## src/rtl/quad_pkg.sv

```systemverilog
package quad_pkg;
  // default operand width and pipeline depth
  localparam int DEF_W   = 8;
  localparam int LATENCY = 3;

  // result width that holds A*x^2 + B*x + C exactly
  function automatic int out_width(input int w);
    return 3 * w + 2;
  endfunction
endpackage

```

## src/rtl/quad_rst_sync.sv

```systemverilog
module quad_rst_sync (
  input  logic clk,
  input  logic rst_n,
  output logic srst_n
);
  logic [1:0] sync_q;
  logic [1:0] sync_n;

  always_comb begin
    sync_n = {sync_q[0], 1'b1};
  end

  always_ff @(posedge clk or negedge rst_n) begin
    if (!rst_n) sync_q <= 2'b00;
    else        sync_q <= sync_n;
  end

  assign srst_n = sync_q[1];
endmodule

```

## src/rtl/quad_mul.sv

```systemverilog
module quad_mul #(
  parameter int AW = 8,
  parameter int BW = 8,
  localparam int PW = AW + BW
) (
  input  logic [AW-1:0] op_a,
  input  logic [BW-1:0] op_b,
  output logic [PW-1:0] prod
);
  // signed product, both operands sign-extended to the product width
  always_comb begin
    prod = PW'($signed(op_a) * $signed(op_b));
  end
endmodule

```

## src/rtl/quad_stage_reg.sv

```systemverilog
module quad_stage_reg #(
  parameter int WD = 8
) (
  input  logic          clk,
  input  logic          rst_n,
  input  logic          en,
  input  logic [WD-1:0] d,
  output logic [WD-1:0] q
);
  logic [WD-1:0] q_n;

  always_comb begin
    q_n = q;
    if (en) q_n = d;
  end

  always_ff @(posedge clk or negedge rst_n) begin
    if (!rst_n) q <= '0;
    else        q <= q_n;
  end
endmodule

```

## src/rtl/quad_eval.sv

```systemverilog
module quad_eval #(
  parameter int W = quad_pkg::DEF_W,
  localparam int OW = quad_pkg::out_width(W)
) (
  input  logic          clk,
  input  logic          rst_n,
  input  logic          in_valid,
  input  logic [W-1:0]  in_a,
  input  logic [W-1:0]  in_b,
  input  logic [W-1:0]  in_c,
  input  logic [W-1:0]  in_x,
  output logic          out_valid,
  output logic [OW-1:0] out_y
);
  localparam int P2  = 2 * W;
  localparam int P3  = 3 * W;
  localparam int LAT = quad_pkg::LATENCY;
  localparam int CD  = LAT - 1;  // stages the constant term is held before the sum

  logic srst_n;

  quad_rst_sync u_rst (
    .clk    (clk),
    .rst_n  (rst_n),
    .srst_n (srst_n)
  );

  // ---------------- valid pipeline ----------------
  logic [LAT:0] vld;
  assign vld[0] = in_valid;

  for (genvar i = 0; i < LAT; i++) begin : g_vld
    quad_stage_reg #(.WD(1)) u_v (
      .clk   (clk),
      .rst_n (srst_n),
      .en    (1'b1),
      .d     (vld[i]),
      .q     (vld[i+1])
    );
  end

  // ---------------- stage 1: x*x and B*x ----------------
  logic [P2-1:0] sq_n, sq_q;
  logic [P2-1:0] bx_n, bx_q1;
  logic [W-1:0]  a_q1;

  quad_mul #(.AW(W), .BW(W)) u_mul_sq (
    .op_a (in_x),
    .op_b (in_x),
    .prod (sq_n)
  );

  quad_mul #(.AW(W), .BW(W)) u_mul_bx (
    .op_a (in_b),
    .op_b (in_x),
    .prod (bx_n)
  );

  quad_stage_reg #(.WD(P2)) u_sq_r (
    .clk (clk), .rst_n (srst_n), .en (vld[0]), .d (sq_n), .q (sq_q)
  );

  quad_stage_reg #(.WD(P2)) u_bx_r1 (
    .clk (clk), .rst_n (srst_n), .en (vld[0]), .d (bx_n), .q (bx_q1)
  );

  quad_stage_reg #(.WD(W)) u_a_r1 (
    .clk (clk), .rst_n (srst_n), .en (vld[0]), .d (in_a), .q (a_q1)
  );

  // constant term travels through CD balancing registers
  logic [W-1:0] c_pipe [CD+1];
  assign c_pipe[0] = in_c;

  for (genvar k = 0; k < CD; k++) begin : g_cdly
    quad_stage_reg #(.WD(W)) u_c (
      .clk   (clk),
      .rst_n (srst_n),
      .en    (vld[k]),
      .d     (c_pipe[k]),
      .q     (c_pipe[k+1])
    );
  end

  // ---------------- stage 2: A*x^2 ----------------
  logic [P3-1:0] ax2_n, ax2_q;
  logic [P2-1:0] bx_q2;

  quad_mul #(.AW(W), .BW(P2)) u_mul_ax2 (
    .op_a (a_q1),
    .op_b (sq_q),
    .prod (ax2_n)
  );

  quad_stage_reg #(.WD(P3)) u_ax2_r (
    .clk (clk), .rst_n (srst_n), .en (vld[1]), .d (ax2_n), .q (ax2_q)
  );

  quad_stage_reg #(.WD(P2)) u_bx_r2 (
    .clk (clk), .rst_n (srst_n), .en (vld[1]), .d (bx_q1), .q (bx_q2)
  );

  // ---------------- stage 3: two adders ----------------
  logic [OW-1:0] ext_ax2, ext_bx, ext_c;
  logic [OW-1:0] part_sum, y_n;

  always_comb begin
    ext_ax2  = {{(OW-P3){ax2_q[P3-1]}}, ax2_q};
    ext_bx   = {{(OW-P2){bx_q2[P2-1]}}, bx_q2};
    ext_c    = {{(OW-W){c_pipe[CD][W-1]}}, c_pipe[CD]};
    part_sum = ext_ax2 + ext_bx;
    y_n      = part_sum + ext_c;
  end

  quad_stage_reg #(.WD(OW)) u_y_r (
    .clk (clk), .rst_n (srst_n), .en (vld[2]), .d (y_n), .q (out_y)
  );

  assign out_valid = vld[LAT];
endmodule

```

## config.mk

```make
export PLATFORM = sky130hd
export DESIGN_NAME = quad_eval
export DESIGN_NICKNAME = d
export VERILOG_FILES = /design/src/rtl/quad_pkg.sv /design/src/rtl/quad_rst_sync.sv /design/src/rtl/quad_mul.sv /design/src/rtl/quad_stage_reg.sv /design/src/rtl/quad_eval.sv
export SDC_FILE = /design/constraint.sdc
export NUM_CORES = 1
export LEC_CHECK = 0
export ABC_AREA = 1
export BUFFER_PORTS_ARGS = -buffer_cell sky130_fd_sc_hd__buf_2
export CORE_UTILIZATION = 50
export DETAILED_ROUTE_END_ITERATION = 8
export PLACE_DENSITY_LB_ADDON = 0.1
export SYNTH_ARGS = -nofsm -noshare
export SYNTH_HDL_FRONTEND = slang
export SYNTH_SLANG_ARGS = --single-unit
export TNS_END_PERCENT = 1
```

## constraint.sdc

```tcl
create_clock -name clk -period 5.35 [get_ports clk]
set_input_delay 0 -clock clk [delete_from_list [all_inputs] [get_ports clk]]
set_output_delay 0 -clock clk [all_outputs]
set_load 0.05 [all_outputs]
```

# ---- Word-level counts from Yosys, hierarchy flattened
# Cells that the tools add are included.
dict set report classes {
  multipliers 3
  addsub 2
}
# op n
set ops {}
lappend ops {{$mul 8x8->16} 2}
lappend ops {{$add 25x8->26} 1}
lappend ops {{$add 24x16->25} 1}
lappend ops {{$mul 8x16->24} 1}
dict set report word_totals {
  input_bits 35
  register_bits 127
}

# ---- Logic depth before layout (Yosys ltp)
# Gate-level depths: netlist of run 1.
dict set report logic_depth {
  ltp_word 2
  mapped_depth 24
}

# ---- By module
# Synthesis of run 1 repeated with hierarchy kept, for this count alone.
dict set report hier_totals {
  cells_unflattened 2528
  hier_area_um2 18089.8
}
# module n_inst area_each_um2 seq_area_each_um2 cells_each
set by_module_without_submodules {}
lappend by_module_without_submodules {{quad_mul (u_mul_ax2)} 1 5223.8 0.0 797}
lappend by_module_without_submodules {{quad_mul (u_mul_sq)} 1 2772.7 0.0 396}
lappend by_module_without_submodules {{quad_mul (u_mul_bx)} 1 2718.9 0.0 389}
lappend by_module_without_submodules {quad_eval 1 2353.5 0.0 410}
lappend by_module_without_submodules {{quad_stage_reg (u_bx_r1 ...)} 3 644.4 400.4 68}
lappend by_module_without_submodules {{quad_stage_reg (u_y_r)} 1 1023.5 650.6 110}
lappend by_module_without_submodules {{quad_stage_reg (u_ax2_r)} 1 974.7 600.6 102}
lappend by_module_without_submodules {{quad_stage_reg (g_cdly[0].u_c ...)} 3 305.3 200.2 34}
lappend by_module_without_submodules {{quad_stage_reg (g_vld[0].u_v ...)} 3 40.0 25.0 5}
lappend by_module_without_submodules {quad_rst_sync 1 53.8 50.0 3}

# ---- Least setup slack after synthesis of run 1
# No wires, ideal clock.
dict set report synth_timing {
  kind {reg-to-reg}
  startpoint {register u_a_r1.q[2]}
  endpoint {register u_ax2_r.q[23]}
  setup_slack_ns 1.096
  stages_incl_launch_ff 19
  required_time_ns 5.232
  path_buffers 2
  arrival_ns 4.136
  path_cell_list {dfrtp_1 > clkbuf_1 > clkbuf_1 > nand2_1 > fa_1 > inv_1 > fa_1 > inv_1 > fa_1 > inv_1 > fa_1 > ha_1 > nand3_1 > nor2_1 > nand3_1 > nand3_1 > nand2_1 > nand3_1 > nand2_1}
}
dict set report synth_via {
  elab_chain_len 1
}
# element line_no
set synth_lines {}
lappend synth_lines {{from (decl)} quad_stage_reg.sv:8} ;# output logic [WD-1:0] q
lappend synth_lines {{from (signal assigned)} quad_stage_reg.sv:19} ;# else q <= q_n;
lappend synth_lines {{$mul 8x16->24} quad_mul.sv:12} ;# prod = PW'($signed(op_a) * $signed(op_b));
lappend synth_lines {{to (signal assigned)} quad_stage_reg.sv:19}
lappend synth_lines {{to (decl)} quad_stage_reg.sv:8}
# Every way passes these cells.
# A chain may end at the register's enable or synchronous reset.

# ---- Worst setup path in the final report of run 1
# Same ends and word-level chain as after synthesis.

==> impl_metrics.env, run 1 <==
export IMPL_outcome="finished clean"
export IMPL_grt_overflow=0
export IMPL_post_dp_hpwl_um=30700
export IMPL_vias=13500
export IMPL_synth_seq_cells=126
export IMPL_tns_ns=0
export IMPL_synth_area_per_cell_um2=7.22
export IMPL_clkTransAtPathRegs_ns=0.06
export IMPL_yosysWarnings=0
export IMPL_clk_latency_ns=0.43
export IMPL_rows=66
export IMPL_critPathLaunchType="flip-flop"
export IMPL_clock_sinks=126
export IMPL_clock_path_buffers=2
export IMPL_io_pins=62
export IMPL_grt_max_degree=86
export IMPL_skew_ns=0.0107
export IMPL_crit_fanout=16
export IMPL_ys_types=36
export IMPL_drv_slew=0
export IMPL_finalSetupViolations=0
export IMPL_synthCells=2335
export IMPL_layout_nets=2750
export IMPL_cts_htree_levels=4
export IMPL_syn_area_mm2=0.0168
export IMPL_dieArea_mm2=0.0344
export IMPL_synth_seq_area_share_pct=18.7
export IMPL_finalHoldViolations=0
export IMPL_hold_path_class="primary input to flip-flop"
export IMPL_fp_dieW_um=186
export IMPL_drive_gt1_share_pct=5.50
export IMPL_cts_hold_buf=20
export IMPL_routed_wl_um=37300
export IMPL_routabilityCongestion=0.931
export IMPL_drt_iter0_drc=615
export IMPL_root_buffer="clkbuf_16"
export IMPL_grt_pass1_vias=13400
export IMPL_cts_tree="built"
export IMPL_start_util_pct=51.3
export IMPL_post_cts_setup_buffers=0
export IMPL_numCtsBuffers=17
export IMPL_drc_errors=0
export IMPL_worstMarginPinSlew_ns=1.05
export IMPL_critical_path_class="flip-flop to flip-flop"
export IMPL_slew_headroom_pct=29.9
export IMPL_cts_resized=0
export IMPL_layout_min_cycle_time_ns=4.55
export IMPL_ant_nets=0
export IMPL_io_buffers=61
export IMPL_routedWlPerCell_um=13.2
export IMPL_grt_pass1_wl_um=63900
export IMPL_cp_required_ns=5.66
export IMPL_cp_end_kind="flip-flop"
export IMPL_fp_dieH_um=186
export IMPL_vias_per_cell=4.77
export IMPL_grt_antenna_before_repair=0
export IMPL_rsz0062_at_grt="no"
export IMPL_core_mm2=0.0329
export IMPL_arrival_ns=4.86
export IMPL_area_growth_pct=8.44
export IMPL_cap_viol_max_count=0
export IMPL_min_period_over_period_pct=85.0
export IMPL_fmax_mhz=220
export IMPL_diodes=0
export IMPL_dr_pass1_iters=5
export IMPL_grtUsageTotal_pct=23.3
## path summary, 6_finish.rpt
| check | start | end | slack, ns | cells past startpoint |
|---|---|---|---|---|
| max | u_a_r1.q[2]$_DFFE_PN0P_ | u_ax2_r.q[23]$_DFFE_PN0P_ | 0.80 | 16 |
| min | in_x[0] | u_sq_r.q[0]$_DFFE_PN0P_ | 0.05 | 3 |
| max reg2reg | u_a_r1.q[2]$_DFFE_PN0P_ | u_ax2_r.q[23]$_DFFE_PN0P_ | 0.80 | 16 |
| min reg2reg | u_rst.sync_q[1]$_DFF_PN0_ | u_ax2_r.q[20]$_DFFE_PN0P_ | 0.32 | 0 |
| max in group asynchronous | u_rst.sync_q[1]$_DFF_PN0_ | u_sq_r.q[12]$_DFFE_PN0P_ | 3.57 | 1 |
| min in group asynchronous | u_rst.sync_q[1]$_DFF_PN0_ | u_ax2_r.q[20]$_DFFE_PN0P_ | 0.32 | 0 |
## layout make-up
type                    instances  area (um^2)
clock inverters                13          153
repair buffers                 88          558
well taps                     442          553
multi-input cells            1522        11100
fillers                      3249        14600
clock buffers                  19          443
flip-flops and latches        126         3160
inverters                     614         2300
## layer usage
metal | global-route usage, % | wire length, um | vias to the layer above
li1 | - | - | 6848
met1 | 31.7 | 17600 | 6387
met2 | 39.9 | 18000 | 210
met3 | 2.09 | 1110 | 39
met4 | 6.16 | 586 | 0
met5 | 0 | 0 | -
## through the flow
| stage | hold WS [ns] | instances | worst slack, ns | area [um^2] | utilization (%) |
|---|---|---|---|---|---|
| final | 0.0504 | 2824 | 0.802 | 18300 | 55.6 |
| after global routing | 0.0639 | 2824 | 0.434 | 18300 | 55.6 |
| after CTS | 0.0415 | 2824 | 0.790 | 18300 | 55.6 |
| after detailed placement | -0.208 | 2772 | 0.792 | 17500 | 53.2 |
| after global placement | -0.208 | 2772 | 0.834 | 17500 | 53.2 |
| after floorplan | -0.296 | 2339 | 1.10 | 16900 | - |
## state kept, by name (all words and copies together), names as in the netlist
name	count
u_y_r.q	26
u_ax2_r.q	24
u_a_r1.q	8
g_cdly.u_c.q	16
u_bx_r1.q	16
u_rst.sync_q	2
u_bx_r2.q	16
g_vld.u_v.q	3
u_sq_r.q	15
## critical path, cell delays in order, from the launching register on
cell and delay [ns]:
dfrtp_1 0.67, nand2_1 0.28, fa_1 0.71, inv_1 0.15, fa_1 0.48, fa_1 0.54
fa_1 0.43, ha_1 0.39, nand2_1 0.09, inv_1 0.08, nand3_1 0.09, nor2_1 0.14
nand3_1 0.11, nand3_1 0.10, nand2_1 0.05, nand3_1 0.07, nand2_1 0.05
## synthesized netlist by cell type, drive strengths merged
master    n  area (um^2)
a21o      3         22.5
a21oi    41          205
a22o      1         8.76
a31oi    15         93.8
and2      4         25.0
and3      1         6.26
buf       9         42.5
clkbuf   68          260
conb      2         7.51
dfrtp   126         3150
fa      227         4540
ha      119         1490
inv     614         2300
nand2   757         2860
nand3    90          455
nand3b   10         75.1
nand4    20          125
nor2    116          458
nor3      3         15.0
nor4      1         6.26
o21ai    56          280
o21bai    5         37.5
o22ai     1         6.26
or2      15         93.8
xnor2    19          166
xor2     12          105
## cell usage in the layout (no fill, tap or decap), types with 2 or more instances in the layout
cell type / n
nand2_1: 749
inv_1: 611
fa_1: 227
dfrtp_1: 125
ha_1: 119
nor2_1: 107
nand3_1: 89
buf_2: 61
o21ai_0: 52
a21oi_1: 41
nand4_1: 20
dlygate4sd3_1: 20
xnor2_1: 19
clkbuf_16: 17
a31oi_1: 15
xor2_1: 12
or2_2: 10
nand3b_1: 10
nor2_2: 9
nand2_2: 8
buf_4: 7
conb_1: 6
o21bai_1: 5
inv_6: 5
and2_1: 4
o21ai_1: 4
inv_2: 3
nor3_1: 3
or2_0: 3
a21o_1: 3
or2_1: 2
bufinv_16: 2
clkinvlp_4: 2
clkinv_4: 2
## logic make-up (layout without fill, tap and decap cells)
group / count (synthesis) / count (layout) / share of synthesized area (%)
buffers and inverters: 691 / 734 / 15.5
adders and majority gates: 346 / 346 / 35.8
AOI/OAI and AO/OA: 122 / 122 / 3.88
DFF: 126 / 126 / 18.7
other: 2 / 6 / 0.0446
xor gates and xnor gates: 31 / 31 / 1.61
and+or+nand+nor: 1017 / 1017 / 24.5
Power of run 1 is not shown: default switching activity piles up to over one toggle a cycle in this logic, so the estimate is an artifact.
==> run 2: changes to the inputs <==
CELL_PAD_IN_SITES_DETAIL_PLACEMENT = 0   (was not set)
CELL_PAD_IN_SITES_GLOBAL_PLACEMENT = 1   (was not set)
CORE_UTILIZATION = 48   (was 50)
clock period = 4.8 ns   (was 5.35 ns; I/O delays follow)
==> impl_metrics.env, run 2 (synthesis gave the netlist of run 1 again) <==
export IMPL_crit_fanout=14
export IMPL_cpMostUsedCell="fa_1"
export IMPL_clock_path_buffers=2
export IMPL_cap_viol_max_count=0
export IMPL_diodes=0
export IMPL_dr_pass1_iters=5
export IMPL_slew_headroom_pct=55.2
export IMPL_outcome="finished clean"
export IMPL_vias=13500
export IMPL_routedWlPerCell_um=13.6
export IMPL_clock_sinks=126
export IMPL_routabilityCongestion=0.858
export IMPL_whs_path_depth=3
export IMPL_rsz0062_at_grt="no"
export IMPL_cts_htree_levels=4
export IMPL_start_util_pct=48.8
export IMPL_cp_cell_sequence="inv_1 > buf_4 > nor2_1 > fa_1 > fa_1 > fa_1 > inv_1 > fa_1 > inv_1 > ha_1 > a21oi_1 > nor2_1 > nor2_1 > nand2_1 > or2_2 > nand3_1 > nand2_1"
export IMPL_grtUsageTotal_pct=22.9
export IMPL_drt_iter0_drc=633
export IMPL_crit_cells=17
export IMPL_finalSetupViolations=0
export IMPL_crit_slowest_cell="fa_1"
export IMPL_area_growth_pct=8.90
export IMPL_top_register="u_y_r.q"
export IMPL_io_pins=62
export IMPL_tns_ns=0
export IMPL_grt_overflow=0
export IMPL_cp_num_buf_inv=4
export IMPL_cts_tree="built"
export IMPL_critical_path_class="flip-flop to flip-flop"
export IMPL_max_stage_delay_ns=0.51
export IMPL_drc_errors=0
export IMPL_fp_dieW_um=189
export IMPL_grt_antenna_before_repair=0
export IMPL_numCtsBuffers=17
export IMPL_layout_nets=2756
export IMPL_finalHoldViolations=0
export IMPL_fin_cells=2843
export IMPL_vias_per_cell=4.74
export IMPL_fmax_mhz=226
export IMPL_drv_slew=0
export IMPL_post_dp_hpwl_um=32100
export IMPL_ant_nets=0
export IMPL_arrival_ns=4.75
export IMPL_r2r_worst_path_cells=17
export IMPL_rows=68
export IMPL_drive_gt1_share_pct=5.82
export IMPL_routed_wl_um=38700
export IMPL_min_period_over_period_pct=92.3
export IMPL_critPathLaunchType="flip-flop"
export IMPL_worst_path_dominant_cell_family="adder cells"
export IMPL_fp_dieH_um=189
export IMPL_clk_latency_ns=0.42
export IMPL_grt_pass1_vias=13500
export IMPL_grt_max_degree=58
export IMPL_reg_largest_list="u_y_r.q: 26 flops, u_ax2_r.q: 24 flops"
export IMPL_layout_min_cycle_time_ns=4.43
export IMPL_worstMarginPinSlew_ns=0.673
export IMPL_io_buffers=61
export IMPL_largest_register_ffs=26
export IMPL_skew_ns=0.00901
export IMPL_dieArea_mm2=0.0359
export IMPL_clkTransAtPathRegs_ns=0.07
export IMPL_cp_required_ns=5.12
export IMPL_layout_common_cells="749 x nand2_1, 611 x inv_1, 227 x fa_1, 123 x dfrtp_1, 119 x ha_1"
export IMPL_core_mm2=0.0345
export IMPL_placed_cells=2791
export IMPL_layout_commonest_cell="nand2_1"
export IMPL_grt_pass1_wl_um=66000
export IMPL_cp_end_kind="flip-flop"
export IMPL_post_cts_setup_buffers=0
export IMPL_root_buffer="clkbuf_16"
export IMPL_hold_path_class="primary input to flip-flop"
run 2: per-layer routing:
metal | track usage (%) | part of all wire (%) | vias up
li1 | - | - | 6856
met1 | 30.5 | 46 | 6341
met2 | 39.6 | 48 | 231
met3 | 2.63 | 3.7 | 41
met4 | 6.08 | 1.6 | 0
met5 | 0 | 0 | -
run 2: timing repair:
item / CTS / global route
hold buffers: 20 / 0
hold endpoints to repair: 19 / 0
endpoints found under the setup margin: 0 / 4
gates resized for setup: 0 / 2
run 2: final timing paths:
path,start,to,slack [ns]
worst max register to register,u_a_r1.q[7]$_DFFE_PN0P_,u_ax2_r.q[12]$_DFFE_PN0P_,0.37
max in group asynchronous,u_rst.sync_q[1]$_DFF_PN0_,u_a_r1.q[2]$_DFFE_PN0P_,3.46
worst min register to register,u_rst.sync_q[1]$_DFF_PN0_,u_ax2_r.q[19]$_DFFE_PN0P_,0.33
worst min-delay path,in_x[0],u_sq_r.q[0]$_DFFE_PN0P_,0.09
min in group asynchronous,u_rst.sync_q[1]$_DFF_PN0_,u_ax2_r.q[19]$_DFFE_PN0P_,0.33
worst max-delay path,u_a_r1.q[7]$_DFFE_PN0P_,u_ax2_r.q[12]$_DFFE_PN0P_,0.37
run 2: area by class of cell:
cell class | instances | area [um^2]
Clock inverter | 14 | 180
Multi-Input combinational cell | 1522 | 11100
Tap cell | 455 | 569
Inverter | 614 | 2300
Clock buffer | 18 | 429
Fill cell | 3508 | 16200
Sequential cell | 126 | 3160
Timing Repair Buffer | 94 | 603
run 2: through the flow:
step | setup slack (ns) | hold slack [ns] | util, % | area (um^2)
after floorplan | 0.546 | -0.296 | - | 16900
after global placement | 0.238 | -0.214 | 50.8 | 17500
after global routing | 0.0877 | 0.113 | 53.1 | 18300
final | 0.371 | 0.0865 | 53.1 | 18300
after detailed placement | 0.159 | -0.209 | 50.8 | 17500
after CTS | 0.186 | 0.0709 | 53.1 | 18300
run 2: worst register-to-register path: stages, from the launching register on:
cell and delay (ns):
dfrtp_1 0.35, inv_1 0.37, buf_4 0.25, nor2_1 0.06, fa_1 0.51, fa_1 0.44, fa_1 0.50, inv_1 0.05
fa_1 0.47, inv_1 0.04, ha_1 0.33, a21oi_1 0.24, nor2_1 0.07, nor2_1 0.09, nand2_1 0.15, or2_2 0.31
nand3_1 0.07, nand2_1 0.05
Power of run 2 is left out for the same reason.
==> run 3: changes to the inputs <==
CORE_UTILIZATION = 28   (was 48)
SYNTH_HIERARCHICAL = 1   (was not set)
==> impl_metrics.env, run 3 <==
export IMPL_layout_commonest_cell="nand2_1"
export IMPL_hold_path_class="primary input to flip-flop"
export IMPL_grt_overflow=0
export IMPL_yosysMostFrequentCell="nand2_1"
export IMPL_largest_register_ffs=26
export IMPL_rows=92
export IMPL_routedWlPerCell_um=13.0
export IMPL_final_fill_count=6994
export IMPL_drv_slew=0
export IMPL_postSynth_asyncResetShare_pct=100
export IMPL_io_buffers=61
export IMPL_finalSetupViolations=0
export IMPL_post_dp_hpwl_um=38100
export IMPL_layout_common_cells="942 x nand2_1, 650 x inv_1, 238 x fa_1, 126 x ha_1, 125 x dfrtp_1"
export IMPL_synth_top_area_share_pct=26.3
export IMPL_min_period_over_period_pct=95.5
export IMPL_synth_area_per_cell_um2=7.16
export IMPL_synth_commonest_cells="942 x nand2_1, 651 x inv_1, 238 x fa_1, 127 x dfrtp_1, 127 x ha_1"
export IMPL_finalHoldViolations=0
export IMPL_synthCells=2528
export IMPL_finish_instance_area_mm2=0.0201
export IMPL_io_pins=62
export IMPL_area_growth_pct=11.3
export IMPL_fmax_mhz=218
export IMPL_rrSetupSlack_ns=0.22
export IMPL_cap_viol_max_count=0
export IMPL_critPathLaunchType="flip-flop"
export IMPL_layout_min_cycle_time_ns=4.58
export IMPL_arrival_ns=4.97
export IMPL_whs_path_depth=5
export IMPL_synth_top_flop_cell="dfrtp_1"
export IMPL_start_util_pct=28.5
export IMPL_top_register="u_y_r/q"
export IMPL_routabilityCongestion=0.823
export IMPL_crit_fanout=16
export IMPL_clock_sinks=127
export IMPL_dpl_cell_area_mm2=0.0192
export IMPL_slew_headroom_pct=52.6
export IMPL_fp_dieH_um=256
export IMPL_yosysWarnings=6
export IMPL_outcome="finished clean"
export IMPL_fp_dieW_um=256
export IMPL_synth_area_leaders="fa_1 26%, nand2_1 20%, dfrtp_1 18%"
export IMPL_synth_seq_area_share_pct=17.6
export IMPL_worstMarginPinSlew_ns=0.710
export IMPL_numCtsBuffers=17
export IMPL_core_mm2=0.0634
export IMPL_cp_required_ns=5.18
export IMPL_rsz0062_at_grt="no"
export IMPL_skew_ns=0.00933
export IMPL_drive_gt1_share_pct=8.25
export IMPL_synth_edff_count=0
export IMPL_drc_errors=0
export IMPL_cts_tree="built"
export IMPL_vias=14000
export IMPL_grtUsageTotal_pct=14.4
export IMPL_root_buffer="clkbuf_16"
export IMPL_clkTransAtPathRegs_ns=0.06
export IMPL_syn_area_mm2=0.0181
export IMPL_grt_pass1_vias=14600
export IMPL_grt_pass1_wl_um=76300
export IMPL_synth_seq_cells=127
export IMPL_cts_htree_levels=4
export IMPL_ys_types=41
export IMPL_critical_path_class="flip-flop to flip-flop"
export IMPL_diodes=0
export IMPL_dieArea_mm2=0.0656
export IMPL_clk_latency_ns=0.45
export IMPL_layout_nets=2992
export IMPL_yosysTopAreaCell="fa_1"
export IMPL_ant_nets=0
export IMPL_reg_largest_list="u_y_r/q: 26 flops, u_ax2_r/q: 24 flops"
export IMPL_clock_path_buffers=2
export IMPL_drt_iter0_drc=411
export IMPL_grt_antenna_before_repair=2
export IMPL_dr_pass1_iters=5
export IMPL_grt_max_degree=53
export IMPL_cp_end_kind="flip-flop"
export IMPL_routed_wl_um=45000
export IMPL_vias_per_cell=4.05
export IMPL_r2r_worst_path_cells=20
[run 3: cell types whose count changed in the layout (fill, tap and decap cells not counted), sizes merged, moves of 8 or more]
cell / previous run / this run
nand2: 757 / 990
inv: 620 / 669
o21ai: 56 / 7
buf: 74 / 95
xor2: 12 / 31
nand3: 90 / 72
a31oi: 15 / 1
nor2: 116 / 102
fa: 227 / 238
or2: 15 / 5
dlygate4sd3: 20 / 28
ha: 119 / 127
nand3b: 10 / 2
[run 3: timing repair]
item | in CTS | in global routing
setup buffers | 0 | 2
hold buffers | 28 | 0
setup endpoints to repair | 2 | 15
gates resized for setup | 0 | 2
endpoints found under the hold margin | 21 | 0
[run 3: cell families (layout without fill, tap and decap cells)]
logic type | count (synthesis) | in the layout | synth area share, %
compound gates | 55 | 55 | 1.73
xor+xnor | 44 | 44 | 2.13
other cells | 2 | 7 | 0.0415
simple gates | 1191 | 1191 | 26.7
buf+inv | 744 | 816 | 16.7
flops | 127 | 127 | 17.6
fa+ha+maj | 365 | 365 | 35.1
[run 3: worst max-delay path, cell delays in order (launching register included)]
cell and delay [ns]:
dfrtp_1 0.42, buf_12 0.18, nand2_1 0.09, fa_1 0.56, inv_1 0.06, fa_1 0.46
fa_1 0.54, inv_1 0.05, fa_1 0.53, inv_1 0.05, ha_1 0.35, nand2_1 0.15
inv_2 0.08, nand3_1 0.19, nor2_1 0.30, nand3_1 0.17, nand3_1 0.11, nand2_1 0.05
nand2_1 0.05, nand2_1 0.05, nand2_1 0.08
[run 3: path summary, 6_finish.rpt]
check                                          start                        end
max in group asynchronous  u_rst/sync_q[1]$_DFF_PN0_    u_a_r1/q[3]$_DFFE_PN0P_
setup / recovery             u_a_r1/q[4]$_DFFE_PN0P_  u_ax2_r/q[22]$_DFFE_PN0P_
min in group asynchronous  u_rst/sync_q[1]$_DFF_PN0_  u_ax2_r/q[19]$_DFFE_PN0P_
setup reg to reg             u_a_r1/q[4]$_DFFE_PN0P_  u_ax2_r/q[22]$_DFFE_PN0P_
hold / removal                               in_x[0]   u_bx_r1/q[0]$_DFFE_PN0P_
hold reg to reg            u_rst/sync_q[0]$_DFF_PN0_  u_rst/sync_q[1]$_DFF_PN0_
[run 3: layout make-up]
cell class              count  area, um^2  area share (%)
repair buffers            123         878            4.36
clock buffers              18         439            2.18
flip-flops and latches    127        3180            15.8
multi-input cells        1662       11900            59.2
clock inverters            14         141           0.702
inverters                 661        2510            12.5
well taps                 846        1060            5.26
[run 3: per-stage QoR]
stage / utilization, % / TNS (ns) / hold slack (ns) / worst slack [ns] / std cells
after floorplan: - / 0 / -0.296 / 0.306 / 2533
after global placement: 30.3 / -0.0929 / -0.214 / -0.0681 / 3389
after detailed placement: 30.3 / -0.0536 / -0.212 / -0.0534 / 3389
after CTS: 31.7 / -0.0990 / 0.0867 / -0.0680 / 3449
after global routing: 31.7 / 0 / 0.114 / 0.00324 / 3451
final: 31.7 / 0 / 0.0899 / 0.217 / 3451
[run 3: metal layers]
layer | track usage [%] | vias up | part of all wire (%)
li1 | - | 7309 | -
met4 | 3.26 | 0 | 1.4
met5 | 0 | - | 0
met3 | 1.69 | 41 | 1.8
met1 | 19.3 | 6506 | 49
met2 | 24.6 | 109 | 48
Power of run 3 is left out for the same reason.
